[src/rtl/ppb_pkg.sv]
package ppb_pkg;
    localparam int DEF_PAGE_BYTES = 128;
    localparam int DEF_WORD_W     = 32;
    localparam int DEF_ADDR_W     = 24;

    typedef enum logic [1:0] {
        SEL_MODE = 2'd0,
        SEL_DATA = 2'd1,
        SEL_CMD  = 2'd2,
        SEL_NONE = 2'd3
    } reg_sel_e;

    localparam logic [7:0] OP_WREN = 8'h06;
    localparam logic [7:0] OP_PROG = 8'h02;
    localparam logic [7:0] OP_STAT = 8'h05;
    localparam int         CMD_PROG_BIT = 4;

    typedef enum logic [2:0] {
        ST_IDLE, ST_WREN, ST_GAP_A, ST_PROG, ST_GAP_B, ST_POLL, ST_GAP_C
    } seq_e;

    function automatic logic is_frame_state(seq_e s);
        return (s == ST_WREN) || (s == ST_PROG) || (s == ST_POLL);
    endfunction
endpackage

[src/rtl/ppb_byte_shifter.sv]
module ppb_byte_shifter #(
    parameter int BITS = 8
) (
    input  logic            clk,
    input  logic            rst,
    input  logic            start,
    input  logic [BITS-1:0] tx,
    input  logic            miso,
    output logic            sclk,
    output logic            mosi,
    output logic            done,
    output logic            rx_last
);
    localparam int CNT_W = $clog2(BITS);

    logic             active, phase;
    logic [CNT_W-1:0] cnt;
    logic [BITS-1:0]  sh;

    always_ff @(posedge clk) begin
        if (rst) begin
            active  <= 1'b0;
            phase   <= 1'b0;
            cnt     <= '0;
            sh      <= '0;
            sclk    <= 1'b0;
            done    <= 1'b0;
            rx_last <= 1'b0;
        end else begin
            done <= 1'b0;
            if (start) begin
                active <= 1'b1;
                phase  <= 1'b0;
                cnt    <= '0;
                sh     <= tx;
            end else if (active) begin
                if (!phase) begin
                    sclk  <= 1'b1;
                    phase <= 1'b1;
                end else begin
                    sclk    <= 1'b0;
                    phase   <= 1'b0;
                    rx_last <= miso;
                    sh      <= {sh[BITS-2:0], 1'b0};
                    if (cnt == CNT_W'(BITS - 1)) begin
                        active <= 1'b0;
                        done   <= 1'b1;
                    end else begin
                        cnt <= cnt + 1'b1;
                    end
                end
            end
        end
    end

    assign mosi = sh[BITS-1];

    assert_no_restart_R7: assert property (@(posedge clk) disable iff (rst)
        start |-> !active);
    assert_done_ends_clock_R7: assert property (@(posedge clk) disable iff (rst)
        done |-> !sclk);
endmodule

[src/rtl/ppb_page_store.sv]
module ppb_page_store #(
    parameter int WORDS  = 32,
    parameter int WORD_W = 32
) (
    input  logic                 clk,
    input  logic                 rst,
    input  logic                 clr,
    input  logic                 load,
    input  logic [WORD_W-1:0]    wdata,
    input  logic [$clog2(WORDS*(WORD_W/8))-1:0] rd_idx,
    output logic [7:0]           rd_byte,
    output logic                 full
);
    localparam int WORD_BYTES = WORD_W / 8;
    localparam int LANE_W     = $clog2(WORD_BYTES);
    localparam int PTR_W      = $clog2(WORDS);
    localparam int CNT_W      = $clog2(WORDS + 1);
    localparam int BIDX_W     = $clog2(WORDS * WORD_BYTES);

    logic [WORD_W-1:0] mem [WORDS];
    logic [CNT_W-1:0]  cnt;
    logic [WORD_W-1:0] cur_word;
    logic [7:0]        lanes [WORD_BYTES];

    assign full = (cnt == CNT_W'(WORDS));

    always_ff @(posedge clk) begin
        if (rst) begin
            cnt <= '0;
        end else if (clr) begin
            cnt <= '0;
        end else if (load && !full) begin
            mem[cnt[PTR_W-1:0]] <= wdata;
            cnt <= cnt + 1'b1;
        end
    end

    assign cur_word = mem[rd_idx[BIDX_W-1:LANE_W]];

    for (genvar l = 0; l < WORD_BYTES; l++) begin : g_lane
        assign lanes[l] = cur_word[l*8 +: 8];
    end

    assign rd_byte = lanes[rd_idx[LANE_W-1:0]];

    assert_fill_bound_R3: assert property (@(posedge clk) disable iff (rst)
        cnt <= CNT_W'(WORDS));
    assert_full_holds_R3: assert property (@(posedge clk) disable iff (rst)
        (full && !clr) |=> full);
endmodule

[src/rtl/ppb_page_program.sv]
module ppb_page_program
    import ppb_pkg::*;
#(
    parameter int PAGE_BYTES = DEF_PAGE_BYTES,
    parameter int WORD_W     = DEF_WORD_W,
    parameter int ADDR_W     = DEF_ADDR_W,
    parameter int SWITCH_CYC = 4,
    parameter int GAP_CYC    = 2
) (
    input  logic              clk,
    input  logic              rst,
    input  logic              reg_we,
    input  logic [1:0]        reg_sel,
    input  logic [WORD_W-1:0] reg_wdata,
    input  logic [ADDR_W-1:0] page_addr,
    output logic              mode_ack,
    output logic              busy,
    output logic              spi_sclk,
    output logic              spi_cs_n,
    output logic              spi_mosi,
    input  logic              spi_miso
);
    localparam int WORDS      = PAGE_BYTES / (WORD_W / 8);
    localparam int ADDR_BYTES = ADDR_W / 8;
    localparam int LAST_PROG  = ADDR_BYTES + PAGE_BYTES;
    localparam int IDX_W      = $clog2(LAST_PROG + 1);
    localparam int BIDX_W     = $clog2(PAGE_BYTES);
    localparam int SW_W       = $clog2(SWITCH_CYC + 1);
    localparam int GAP_W      = $clog2(GAP_CYC + 1);

    reg_sel_e          sel;
    seq_e              state;
    logic              mode_req, mode_ack_q, pend, busy_q;
    logic [SW_W-1:0]   sw_cnt;
    logic [GAP_W-1:0]  gap_cnt;
    logic [IDX_W-1:0]  idx;
    logic              launched, stat_busy;
    logic [ADDR_W-1:0] addr_q;
    logic              wr_mode, wr_data_ok, wr_cmd, enter_prog, switch_now, full;
    logic              sh_start, sh_done, sh_rx;
    logic [7:0]        tx_byte, store_byte;
    logic [BIDX_W-1:0] rd_idx;

    assign sel        = reg_sel_e'(reg_sel);
    assign wr_mode    = reg_we && sel == SEL_MODE && !busy_q;
    assign wr_data_ok = reg_we && sel == SEL_DATA && !busy_q && mode_ack_q;
    assign wr_cmd     = reg_we && sel == SEL_CMD && !busy_q && reg_wdata[CMD_PROG_BIT];
    assign switch_now = pend && !busy_q && sw_cnt == SW_W'(SWITCH_CYC - 1);
    assign enter_prog = switch_now && mode_req && !mode_ack_q;

    // mode switch with delayed acknowledge
    always_ff @(posedge clk) begin
        if (rst) begin
            mode_req   <= 1'b0;
            mode_ack_q <= 1'b0;
            pend       <= 1'b0;
            sw_cnt     <= '0;
        end else if (wr_mode) begin
            mode_req <= reg_wdata[0];
            pend     <= 1'b1;
            sw_cnt   <= '0;
        end else if (switch_now) begin
            mode_ack_q <= mode_req;
            pend       <= 1'b0;
        end else if (pend && !busy_q) begin
            sw_cnt <= sw_cnt + 1'b1;
        end
    end

    ppb_page_store #(.WORDS(WORDS), .WORD_W(WORD_W)) u_store (
        .clk(clk), .rst(rst), .clr(wr_cmd || enter_prog), .load(wr_data_ok),
        .wdata(reg_wdata), .rd_idx(rd_idx), .rd_byte(store_byte), .full(full)
    );

    assign rd_idx = BIDX_W'(idx - IDX_W'(1 + ADDR_BYTES));

    // byte selection for the current frame position
    always_comb begin
        tx_byte = 8'h00;
        unique case (state)
            ST_WREN: tx_byte = OP_WREN;
            ST_PROG: begin
                if (idx == '0)
                    tx_byte = OP_PROG;
                else if (idx <= IDX_W'(ADDR_BYTES))
                    tx_byte = addr_q[(ADDR_BYTES - int'(idx)) * 8 +: 8];
                else
                    tx_byte = store_byte;
            end
            ST_POLL: tx_byte = (idx == '0) ? OP_STAT : 8'h00;
            default: tx_byte = 8'h00;
        endcase
    end

    assign sh_start = is_frame_state(state) && !launched;

    ppb_byte_shifter #(.BITS(8)) u_shift (
        .clk(clk), .rst(rst), .start(sh_start), .tx(tx_byte), .miso(spi_miso),
        .sclk(spi_sclk), .mosi(spi_mosi), .done(sh_done), .rx_last(sh_rx)
    );

    // command sequencer
    always_ff @(posedge clk) begin
        if (rst) begin
            state     <= ST_IDLE;
            busy_q    <= 1'b0;
            idx       <= '0;
            gap_cnt   <= '0;
            launched  <= 1'b0;
            stat_busy <= 1'b0;
            addr_q    <= '0;
        end else begin
            if (sh_start) launched <= 1'b1;
            if (sh_done)  launched <= 1'b0;
            unique case (state)
                ST_IDLE: if (wr_cmd && mode_ack_q && full) begin
                    state  <= ST_WREN;
                    busy_q <= 1'b1;
                    addr_q <= page_addr;
                    idx    <= '0;
                end
                ST_WREN: if (sh_done) begin
                    state   <= ST_GAP_A;
                    gap_cnt <= '0;
                end
                ST_PROG: if (sh_done) begin
                    if (idx == IDX_W'(LAST_PROG)) begin
                        state   <= ST_GAP_B;
                        gap_cnt <= '0;
                    end else begin
                        idx <= idx + 1'b1;
                    end
                end
                ST_POLL: if (sh_done) begin
                    if (idx != '0) begin
                        stat_busy <= sh_rx;
                        state     <= ST_GAP_C;
                        gap_cnt   <= '0;
                    end else begin
                        idx <= idx + 1'b1;
                    end
                end
                default: begin
                    if (gap_cnt == GAP_W'(GAP_CYC - 1)) begin
                        idx <= '0;
                        if (state == ST_GAP_A)
                            state <= ST_PROG;
                        else if (state == ST_GAP_B || stat_busy)
                            state <= ST_POLL;
                        else begin
                            state  <= ST_IDLE;
                            busy_q <= 1'b0;
                        end
                    end else begin
                        gap_cnt <= gap_cnt + 1'b1;
                    end
                end
            endcase
        end
    end

    assign spi_cs_n = !is_frame_state(state);
    assign mode_ack = mode_ack_q;
    assign busy     = busy_q;

    assert_idle_quiet_R9: assert property (@(posedge clk) disable iff (rst)
        !busy |-> spi_cs_n);
    assert_sclk_in_frame_R7: assert property (@(posedge clk) disable iff (rst)
        spi_sclk |-> !spi_cs_n);
    assert_mode_frozen_R2: assert property (@(posedge clk) disable iff (rst)
        busy |=> $stable(mode_ack));
    assert_start_needs_mode_R9: assert property (@(posedge clk) disable iff (rst)
        $rose(busy) |-> mode_ack);
    assert_gap_R11: assert property (@(posedge clk) disable iff (rst)
        ((GAP_CYC > 1) && $rose(spi_cs_n)) |=> spi_cs_n);
endmodule

[config.mk]
export PLATFORM = sky130hd
export DESIGN_NAME = ppb_page_program
export DESIGN_NICKNAME = d
export VERILOG_FILES = /design/src/rtl/ppb_pkg.sv /design/src/rtl/ppb_byte_shifter.sv /design/src/rtl/ppb_page_store.sv /design/src/rtl/ppb_page_program.sv
export SDC_FILE = /design/constraint.sdc
export NUM_CORES = 1
export LEC_CHECK = 0
export BUFFER_PORTS_ARGS = -buffer_cell sky130_fd_sc_hd__buf_2
export CORE_ASPECT_RATIO = 1.25
export CORE_MARGIN = 2
export CORE_UTILIZATION = 55
export DETAILED_ROUTE_END_ITERATION = 16
export GPL_TIMING_DRIVEN = 0
export PLACE_DENSITY = 0.68
export SKIP_LAST_GASP = 1
export SLEW_MARGIN = 40
export SYNTH_ARGS = -nofsm -noshare
export SYNTH_HDL_FRONTEND = slang
export SYNTH_HIERARCHICAL = 1
export SYNTH_SLANG_ARGS = --single-unit
[constraint.sdc]
create_clock -name clk -period 8.9 [get_ports clk]
set_input_delay 0.445 -clock clk [delete_from_list [all_inputs] [get_ports clk]]
set_output_delay 0.445 -clock clk [all_outputs]
set_load 0.02 [all_outputs]
# After elaboration in Yosys (flattened, before gate mapping)

Memory sizes are Yosys's and may differ from the RTL's.
Index checks and enable logic that the tools add are counted.

Add/sub/neg operators: 7
$lt $le $gt $ge: 2
Equality and inequality tests: 23
Shifts and indexed selects: 1
Multiplexer cells: 51
Bitwise logic cells: 10
Reductions and logical operators: 53

Operator list:

| cell                  | count |
|---|---|
| $mux W8               | 13 |
| $pmux W8 S4           | 1 |
| $mux W3               | 10 |
| $pmux W8 S3           | 1 |
| $shiftx A24 B12 Y8    | 1 |
| $reduce_and A7 Y1     | 3 |
| $bmux W8 S2           | 1 |
| $logic_and A1 B1 Y1   | 16 |
| $mux W1               | 16 |
| $mux W2               | 6 |
| $pmux W3 S4           | 1 |
| $ne A2 B1 Y1 const B  | 5 |
| $ne A2 B2 Y1 const B  | 5 |
| $reduce_and A2 Y1     | 5 |
| $eq A3 B2 Y1 const B  | 3 |
| $eq A3 B3 Y1 const B  | 3 |
| $not A1 Y1            | 9 |
| $reduce_and A3 Y1     | 3 |
| $sub A2 B8 Y9 const A | 1 |
| $add A8 B1 Y8 const B | 1 |
| $eq A8 B8 Y1 const B  | 1 |
| $le A8 B2 Y1 const B  | 1 |
| $logic_not A8 Y1      | 1 |
| $pmux W2 S4           | 1 |
| 24 further kinds      | 39 |

Register bits after elaboration: 68
Memory bits (writable): 1024
Output and inout bits: 5
Logic and storage cells: 167
Memories kept: 1

Memory list:

| name        | words | bits a word | read ports | clocked after memory_dff | write ports | line                 | source |
|---|---|---|---|---|---|---|---|
| u_store.mem | 32    | 32          | 1          | 0                        | 1           | ppb_page_store.sv:20 | `logic [WORD_W-1:0] mem [WORDS];` |

# Depth between registers and ports, before layout

Gate-level depths: netlist of run 1.

Word-level depth: 9
Gate-level depth with buffers: 14

# Cells and area by module

The synthesis of run 1 kept the hierarchy.

By module, submodules not included:

| module           | instances | cells an instance | area an instance (um^2) | sequential area each (um^2) |
|---|---|---|---|---|
| ppb_page_store   | 1         | 1529              | 39293.9                 | 30869.6 |
| ppb_page_program | 1         | 301               | 2580.0                  | 920.9 |
| ppb_byte_shifter | 1         | 76                | 739.5                   | 320.3 |

# Least setup slack after synthesis of run 1

OpenSTA, ideal clock, no wires.

Kind: register to register
Start: register idx[2]
End: register u_shift.sh[0]
Setup time: 0.120 ns
Arrival: 3.646 ns
Path slack: 5.134 ns
Cell stages (with the launch flop): 15
Buffers on the path: 2
Path through: dfxtp_1 -> inv_1 -> ha_1 -> xor2_1 -> buf_1 -> buf_1 -> mux4_2 -> mux4_2 -> mux4_2 -> mux2_2 -> a22o_1 -> a31oi_1 -> nor2_1 -> nand2_1 -> a21oi_1

Longest elaborated chain between the ends: 9

RTL lines:

| item                                       | line                    | source |
|---|---|---|
| from (decl)                                | ppb_page_program.sv:36  | `logic [IDX_W-1:0] idx;` |
| from (signal assigned)                     | ppb_page_program.sv:131 | `idx <= idx + 1'b1;` |
| from (signal assigned)                     | ppb_page_program.sv:140 | `idx <= idx + 1'b1;` |
| $sub A7 B3 Y7                              | ppb_page_program.sv:75  | `assign rd_idx = BIDX_W'(idx - IDX_W'(1 + ADDR_BYTES));` |
| via rd_idx[2]                              | ppb_page_program.sv:42  | `logic [BIDX_W-1:0] rd_idx;` |
| $mem_v2 Z32 W32                            | n/a                     |  |
| $bmux W8 S2                                | ppb_page_store.sv:44    | `assign rd_byte = lanes[rd_idx[LANE_W-1:0]];` |
| $mux W8 (implied by the code) (2 in a row) | ppb_page_store.sv:44    |  |
| via store_byte[0]                          | ppb_page_program.sv:41  | `logic [7:0] tx_byte, store_byte;` |
| $mux W8                                    | ppb_page_program.sv:85  | `else if (idx <= IDX_W'(ADDR_BYTES))` |
| $mux W8                                    | ppb_page_program.sv:83  | `if (idx == '0)` |
| $pmux W8 S3                                | ppb_page_program.sv:80  | `unique case (state)` |
| via tx_byte[0]                             | ppb_page_program.sv:41  |  |
| $mux W8                                    | ppb_byte_shifter.sv:31  | `if (start) begin` |
| to (signal assigned)                       | ppb_byte_shifter.sv:35  | `sh <= tx;` |
| to (signal assigned)                       | ppb_byte_shifter.sv:44  | `sh <= {sh[BITS-2:0], 1'b0};` |
| to (decl)                                  | ppb_byte_shifter.sv:18  | `logic [BITS-1:0] sh;` |

The timed path passes the listed nets, and every way through them passes these cells. The select of a mux whose other input is x is not followed.
A chain may end at the register's enable or synchronous reset.

# Worst setup path after layout of run 1

Ends and elaborated chain as after synthesis.

==> results of run 1 <==
[stage by stage]
step                hold WS, ns  setup WS [ns]  utilization
floorplan                 0.450           5.13            -
global placement          0.463           3.36        0.574
detailed placement        0.473           3.83        0.595
CTS                     0.00123           3.83        0.639
global route             0.0262           3.68        0.640
finish                   0.0331           3.69        0.640
[power breakdown]
group | internal, mW | switching, mW
clock network | 2.33 | 1.87
registers | 5.63 | 0.0131
logic | 0.0832 | 0.190
[flip-flops by register name (all words and copies together), names as in the netlist, 2 cells and up]
signal       count
u_store/mem   1024
addr_q          24
idx              8
u_shift/sh       8
u_store/cnt      6
state            3
sw_cnt           3
u_shift/cnt      3
gap_cnt          2
[repair_timing]
action,4_1_cts,5_1_grt
endpoints found under the hold margin,19,0
endpoints found under the setup margin,0,0
hold buffers,19,0
[worst paths after layout]
kind / depth (start not counted) / start / end / slack [ns]
max reg2reg: 14 / idx[2]$_SDFFE_PP0P_ / u_shift/sh[0]$_SDFFE_PP0P_ / 3.69
max: 14 / idx[2]$_SDFFE_PP0P_ / u_shift/sh[0]$_SDFFE_PP0P_ / 3.69
min reg2reg: 2 / gap_cnt[1]$_SDFFE_PP0P_ / gap_cnt[1]$_SDFFE_PP0P_ / 0.48
min: 3 / page_addr[20] / addr_q[20]$_SDFFE_PP0P_ / 0.03
[cells by family (layout without fill, tap and decap cells)]
| group | count (synthesis) | after routing |
|---|---|---|
| AOI/OAI and AO/OA | 79 | 79 |
| xor gates and xnor gates | 10 | 10 |
| adders and majority gates | 14 | 14 |
| buffers and inverters | 116 | 457 |
| DFF | 1092 | 1092 |
| muxes | 383 | 383 |
| other | 0 | 3 |
| and+or+nand+nor | 212 | 212 |
[layout make-up]
type	instances	share of cell area
Inverter	13	0.000990
Tap cell	986	0.0250
Clock buffer	131	0.0557
Multi-Input combinational cell	698	0.207
Buffer	103	0.0111
Sequential cell	1092	0.652
Clock inverter	56	0.00955
Antenna cell	3	0.000152
Timing Repair Buffer	154	0.0391
[metal layers]
metal,share of wire,vias up
li1,-,8591
met2,0.51,1071
met3,0.075,220
met4,0.050,2
met1,0.36,11400
met5,0.00012,-
[Yosys cell counts (all sizes together) (12+ instances only)]
| library cell | count | share of area |
|---|---|---|
| nand3 | 15 | 0.0018 |
| nand3b | 12 | 0.0024 |
| and3 | 12 | 0.0018 |
| nor3 | 19 | 0.0025 |
| nor2 | 92 | 0.0081 |
| clkbuf | 44 | 0.0039 |
| dfxtp | 68 | 0.032 |
| nand2 | 22 | 0.0019 |
| mux2i | 39 | 0.0092 |
| a21oi | 15 | 0.0018 |
| edfxtp | 1024 | 0.72 |
| inv | 13 | 0.0011 |
| buf | 59 | 0.0082 |
| o21ai | 22 | 0.0026 |
| ha | 14 | 0.0041 |
| mux4 | 336 | 0.18 |
[worst max-delay path, cell delays in order (launching register included)]
cell	delay (ns)
dfxtp_1	0.47
inv_1	0.17
ha_1	0.26
xor2_1	0.44
buf_2	0.50
buf_1	0.64
mux4_2	0.41
mux4_2	0.60
mux4_2	0.62
mux2_2	0.32
a22o_1	0.21
a31oi_1	0.17
nor2_1	0.09
nand2_1	0.08
a21oi_1	0.06
==> metrics, run 1 <==
clk slew on worst S/H paths 0.07 ns; Core Area between 0.07 and 0.08 mm2; IO Pins 67; adder-cell share of the synthesized area 0.00411; largest net degree at the start of global routing 35; worst-skew pair later-pin latency between 0.6 and 0.7 ns; Post-Synth Simple-Gate Area 0.0252; proportion of layout cells with a drive suffix above 1 0.330; CTS tree yes; max-slew violations 0; Peak VDD IR 0.167 mV; Final Non-Filler Cells approximately 3200; Worst Path Arrival approximately 5.8 ns; Final Setup Violations 0; die width about 250 um; placed cells ~3000; Compound-Gate Fraction of Synth Area 0.0130; Max Cap Viol 0; Tot Pwr approximately 10 mW; CP startpoint kind flip-flop; row count 114; RSZ-0062 raised after global routing false; GR Overflow Total 0; Post-Synthesis Net Count between 1500 and 2000; Avg Cell Area, Syn ~22 um2; GR peak layer met2; Setup crit end kind flip-flop; Hold WC Path Type input port to flip-flop; setup bufs post-CTS 0; Slew headroom 0.406; total number of vias approximately 21000; placed instance area about 0.046 mm2; fraction of registers with async set/reset 0; Port Buffer Count 66; Post-Synth XOR/XNOR Area 0.00206; Fin Setup TNS 0 ns; post-route ant nets 0; largest family of logic cells by synthesized area multiplexers; WP data required ~9.5 ns; Clock Sinks 1092; M2 GR Usage 0.463; number of failing hold endpoints at the final stage 0; fmax 192 MHz; vias in the first global route roughly 22000; Final period util 0.585; 1st-pass router iterations 5; status finished clean; routability cong. 0.858; Setup Skew between 0.03 and 0.04 ns; # fillers 4997; vias per std cell 6.59; wirelength, routed 106000 um; starting density of the core 0.553; critical path class flip-flop to flip-flop; die area between 0.07 and 0.08 mm2; Die Span Y ~320 um; Nets 2242; Most used DFF post-synth edfxtp_1; GRT Overall Usage 0.274; Mapped Cells between 1500 and 2000; clk root buf clkbuf_16; Slew @ Worst Pin between 0.8 and 0.9 ns; EDFF count, synth 1024; GR Util met1 0.350; yosys warns 6; met3 Track Usage GR 0.0410; mux contribution to synthesized area 0.189; WL/cell about 33 um; Finished Cell Area ~0.05 mm2; minimum clock period after layout about 5.2 ns; clk buf depth 3; area of the multi-input gates 0.0102 mm2; synthesis-stage register bit count 1092; PwrDens 205 mW/mm2; Synth Cell Area between 0.04 and 0.05 mm2; antenna violations before repair 4; Seq. cell area between 0.03 and 0.04 mm2; CTS H-tree depth 3; Final HPWL DP slightly above 70000 um; first-pass GRT wire length around 150000 um; clock buffer count from CTS roughly 100; drt first-iter violations around 2400; most common cell after layout, fill and taps aside edfxtp_1; sequential share of the synthesized area 0.754; Worst Path Max Fanout 10; Leak 16.0 nW; commonest cells after routing, fill and taps aside 1024 x edfxtp_1, 336 x mux4_2, 105 x clkbuf_16; DRC viols 0; post-cts sizing count 0; Synth-to-Final Area Change 15.6%; post-synthesis cell type count a little over 60
No activity file was read; power rests on OpenSTA's default activity.
==> run 2: changes to the inputs <==
--- a/config.mk
+++ b/config.mk
@@ -5,6 +5,7 @@
 export SDC_FILE = /design/constraint.sdc
 export NUM_CORES = 1
 export LEC_CHECK = 0
+export ABC_AREA = 1
 export BUFFER_PORTS_ARGS = -buffer_cell sky130_fd_sc_hd__buf_2
 export CORE_ASPECT_RATIO = 1.25
 export CORE_MARGIN = 2
==> constraint.sdc (replaced) <==
create_clock -name clk -period 5.46 [get_ports clk]
set_input_delay 0.273 -clock clk [delete_from_list [all_inputs] [get_ports clk]]
set_output_delay 0.273 -clock clk [all_outputs]
set_load 0.02 [all_outputs]
==> metrics, run 2 <==
status finished clean (unchanged); vias in the first global route 30700 (was 21700); Setup crit end kind flip-flop (unchanged); setup bufs post-CTS 0 (unchanged); largest net degree at the start of global routing 34 (was 35); EDFF count, synth 1024 (unchanged); RSZ-0062 raised after global routing false (unchanged); clk root buf clkbuf_16 (unchanged); Mapped Cells 3954 (was 1906); CTS H-tree depth 3 (unchanged); top cells by area, synth edfxtp_1 68%, nand2_1 11%, nand3_1 11% (was edfxtp_1 72%, mux4_2 18%, dfxtp_1 3.2%); 1st-pass router iterations 6 (was 5); WP data required 6.05 ns (was 9.45 ns); Final period util 0.786 (was 0.585); Avg Cell Area, Syn 11.5 um2 (was 22.4 um2); Leak 18.9 nW (was 16.0 nW); starting density of the core 0.556 (was 0.553); post-synthesis cell type count 40 (was 62); Worst Hold Path EP mode_req$_SDFFE_PP0P_ (was addr_q[20]$_SDFFE_PP0P_); Fin Setup TNS 0 ns (unchanged); PwrDens 330 mW/mm2 (was 205 mW/mm2); routability cong. 0.983 (was 0.858); proportion of layout cells with a drive suffix above 1 0.126 (was 0.330); die area 0.0847 mm2 (was 0.0797 mm2); placed instance area 0.0486 mm2 (was 0.0458 mm2); placed cells 5154 (was 3026); GRT Overall Usage 0.330 (was 0.274); fraction of registers with async set/reset 0 (unchanged); first-pass GRT wire length 200000 um (was 152000 um); Slew headroom 0.407 (was 0.406); most common cell after layout, fill and taps aside nand2_1 (was edfxtp_1); Yosys top cell area share 0.679 (was 0.722); Clock Sinks 1092 (unchanged); Finished Cell Area 0.0523 mm2 (was 0.0493 mm2); post-synth top area cell edfxtp_1 (unchanged); worst setup margin 1.17 ns (was 3.69 ns); GR Overflow Total 0 (unchanged); Final Non-Filler Cells 5369 (was 3236); Worst Path Max Fanout 10 (unchanged); Synth Cell Area 0.0453 mm2 (was 0.0426 mm2); final hold slack 0.0607 ns (was 0.0331 ns); max-slew violations 0 (unchanged); number of failing hold endpoints at the final stage 0 (unchanged); clock buffer count from CTS 104 (unchanged); Final HPWL DP 97000 um (was 72300 um); Core Area 0.0815 mm2 (was 0.0770 mm2); total number of vias 32500 (was 21300); Synth-to-Final Area Change 15.4% (was 15.6%); DRC viols 0 (unchanged); post-route ant nets 0 (unchanged); R2R cell count 22 (was 14); vias per std cell 6.05 (was 6.59); Slew @ Worst Pin 0.889 ns (was 0.891 ns); IO Pins 67 (unchanged); clk slew on worst S/H paths 0.06 ns (was 0.07 ns); drt first-iter violations 4355 (was 2397); Max Cap Viol 0 (unchanged); Crit Reg-Reg Endpoint u_shift/sh[1]$_SDFFE_PP0P_ (was u_shift/sh[0]$_SDFFE_PP0P_); Final Setup Violations 0 (unchanged); Ant. Diodes 0 (was 3); yosys warns 6 (unchanged); Nets 4293 (was 2242); Largest register FFs 1024 (unchanged); worst-skew pair later-pin latency 0.69 ns (about the same); wirelength, routed 141000 um (was 106000 um); fmax 233 MHz (was 192 MHz); # fillers 6109 (was 4997); Post-Synthesis Net Count 4030 (was 1982); most frequent cells after synthesis 1299 x nand2_1, 1024 x edfxtp_1, 967 x nand3_1 (was 1024 x edfxtp_1, 336 x mux4_2, 92 x nor2_1); commonest cells after routing, fill and taps aside 1299 x nand2_1, 1024 x edfxtp_1, 967 x nand3_1 (was 1024 x edfxtp_1, 336 x mux4_2, 105 x clkbuf_16); R2R Path Start idx[2]$_SDFFE_PP0P_ (unchanged); Hold Startpoint reg_we (was page_addr[20]); Tot Pwr 17.2 mW (was 10.1 mW); pre-CTS setup slack 1.32 ns (was 3.83 ns); minimum clock period after layout 4.29 ns (was 5.21 ns); clk buf depth 3 (unchanged); Worst Path Arrival 4.88 ns (was 5.76 ns); Die Span Y 325 um (was 315 um); die width 261 um (was 253 um); WL/cell 26.2 um (was 32.7 um); critical path class flip-flop to flip-flop (unchanged); row count 117 (was 114); core utilization of the finished layout 0.641 (was 0.640); Setup Skew 0.0304 ns (was 0.0376 ns); Reg2Reg Setup Slack 1.17 ns (was 3.69 ns); synthesis-stage register bit count 1092 (unchanged); CP startpoint kind flip-flop (unchanged); hold depth 5 (was 3); CTS tree yes (unchanged); Port Buffer Count 66 (unchanged); sequential share of the synthesized area 0.709 (was 0.754); Most used DFF post-synth edfxtp_1 (unchanged); Peak VDD IR 0.252 mV (was 0.167 mV); count leader, synth nand2_1 (was edfxtp_1); antenna violations before repair 2 (was 4); Hold WC Path Type input port to flip-flop (unchanged)
-- run 2: layer usage --
layer  routed length (um)  global-route usage  part of all wire  vias up
met4                10400               0.212             0.074        2
met3                12900              0.0506             0.091      443
met5                   11                   0          0.000078        -
li1                     -                   -                 -    14400
met2                67400               0.540              0.48     1882
met1                50100               0.411              0.36    15800
-- run 2: what timing repair did --
| item | CTS | global route |
|---|---|---|
| endpoints found under the hold margin | 28 | 0 |
| hold buffers | 28 | 0 |
| resized for setup | 0 | 0 |
| setup endpoints to repair | 0 | 0 |
-- run 2: critical path: stages, from the launching register on --
cell      delay [ns]
dfxtp_1         0.47
inv_1           0.19
ha_1            0.27
xor2_1          0.20
inv_1           0.10
buf_2           0.50
clkbuf_1        0.65
nand3_1         0.18
nand3_1         0.28
nand2_1         0.10
nand2_1         0.07
nand3_1         0.13
nand2_1         0.17
nand2_1         0.08
nand2_1         0.17
nand2_1         0.08
nand3_1         0.09
nor2_1          0.05
nor2_1          0.12
nand2_1         0.07
nand2_1         0.06
nand2_1         0.04
a21oi_1         0.13
-- run 2: kinds of logic after synthesis --
kind of cell | synth area share
fa+ha+maj | 0.00387
xor+xnor | 0.00116
buf+inv | 0.0431
flops | 0.709
simple gates | 0.228
compound gates | 0.0154
-- run 2: cell type report --
class	count	area, um2	share of cell area
Buffer	239	1610	0.0308
Clock buffer	126	2740	0.0524
Multi-Input combinational cell	2533	11500	0.219
Tap cell	1071	1340	0.0256
Timing Repair Buffer	157	1970	0.0377
Clock inverter	61	676	0.0129
Inverter	90	350	0.00670
Sequential cell	1092	32100	0.614
-- run 2: worst max-delay path by stage --
| stage | endpoint | slack, ns | from | depth (start not counted) |
|---|---|---|---|---|
| after global routing | u_shift/sh[1]$_SDFFE_PP0P_ | 1.05 | idx[2]$_SDFFE_PP0P_ | 22 |
| after CTS | u_shift/sh[1]$_SDFFE_PP0P_ | 1.29 | idx[2]$_SDFFE_PP0P_ | 21 |
| after floorplan | u_store/mem[10][0]$_DFFE_PP_ | 2.03 | sw_cnt[0]$_SDFFE_PP0P_ | 10 |
| final | u_shift/sh[1]$_SDFFE_PP0P_ | 1.17 | idx[2]$_SDFFE_PP0P_ | 22 |
| after global placement | u_store/mem[16][18]$_DFFE_PP_ | -0.30 | reg_wdata[4] | 9 |
| after detailed placement | u_shift/sh[1]$_SDFFE_PP0P_ | 1.32 | idx[2]$_SDFFE_PP0P_ | 21 |
-- run 2: power by group --
part,switching (mW),leakage (nW),internal (mW)
Clock,3.10,1.68,4.22
Sequential,0.0277,9.75,9.18
Combinational,0.529,7.47,0.192
Total,3.66,18.9,13.6
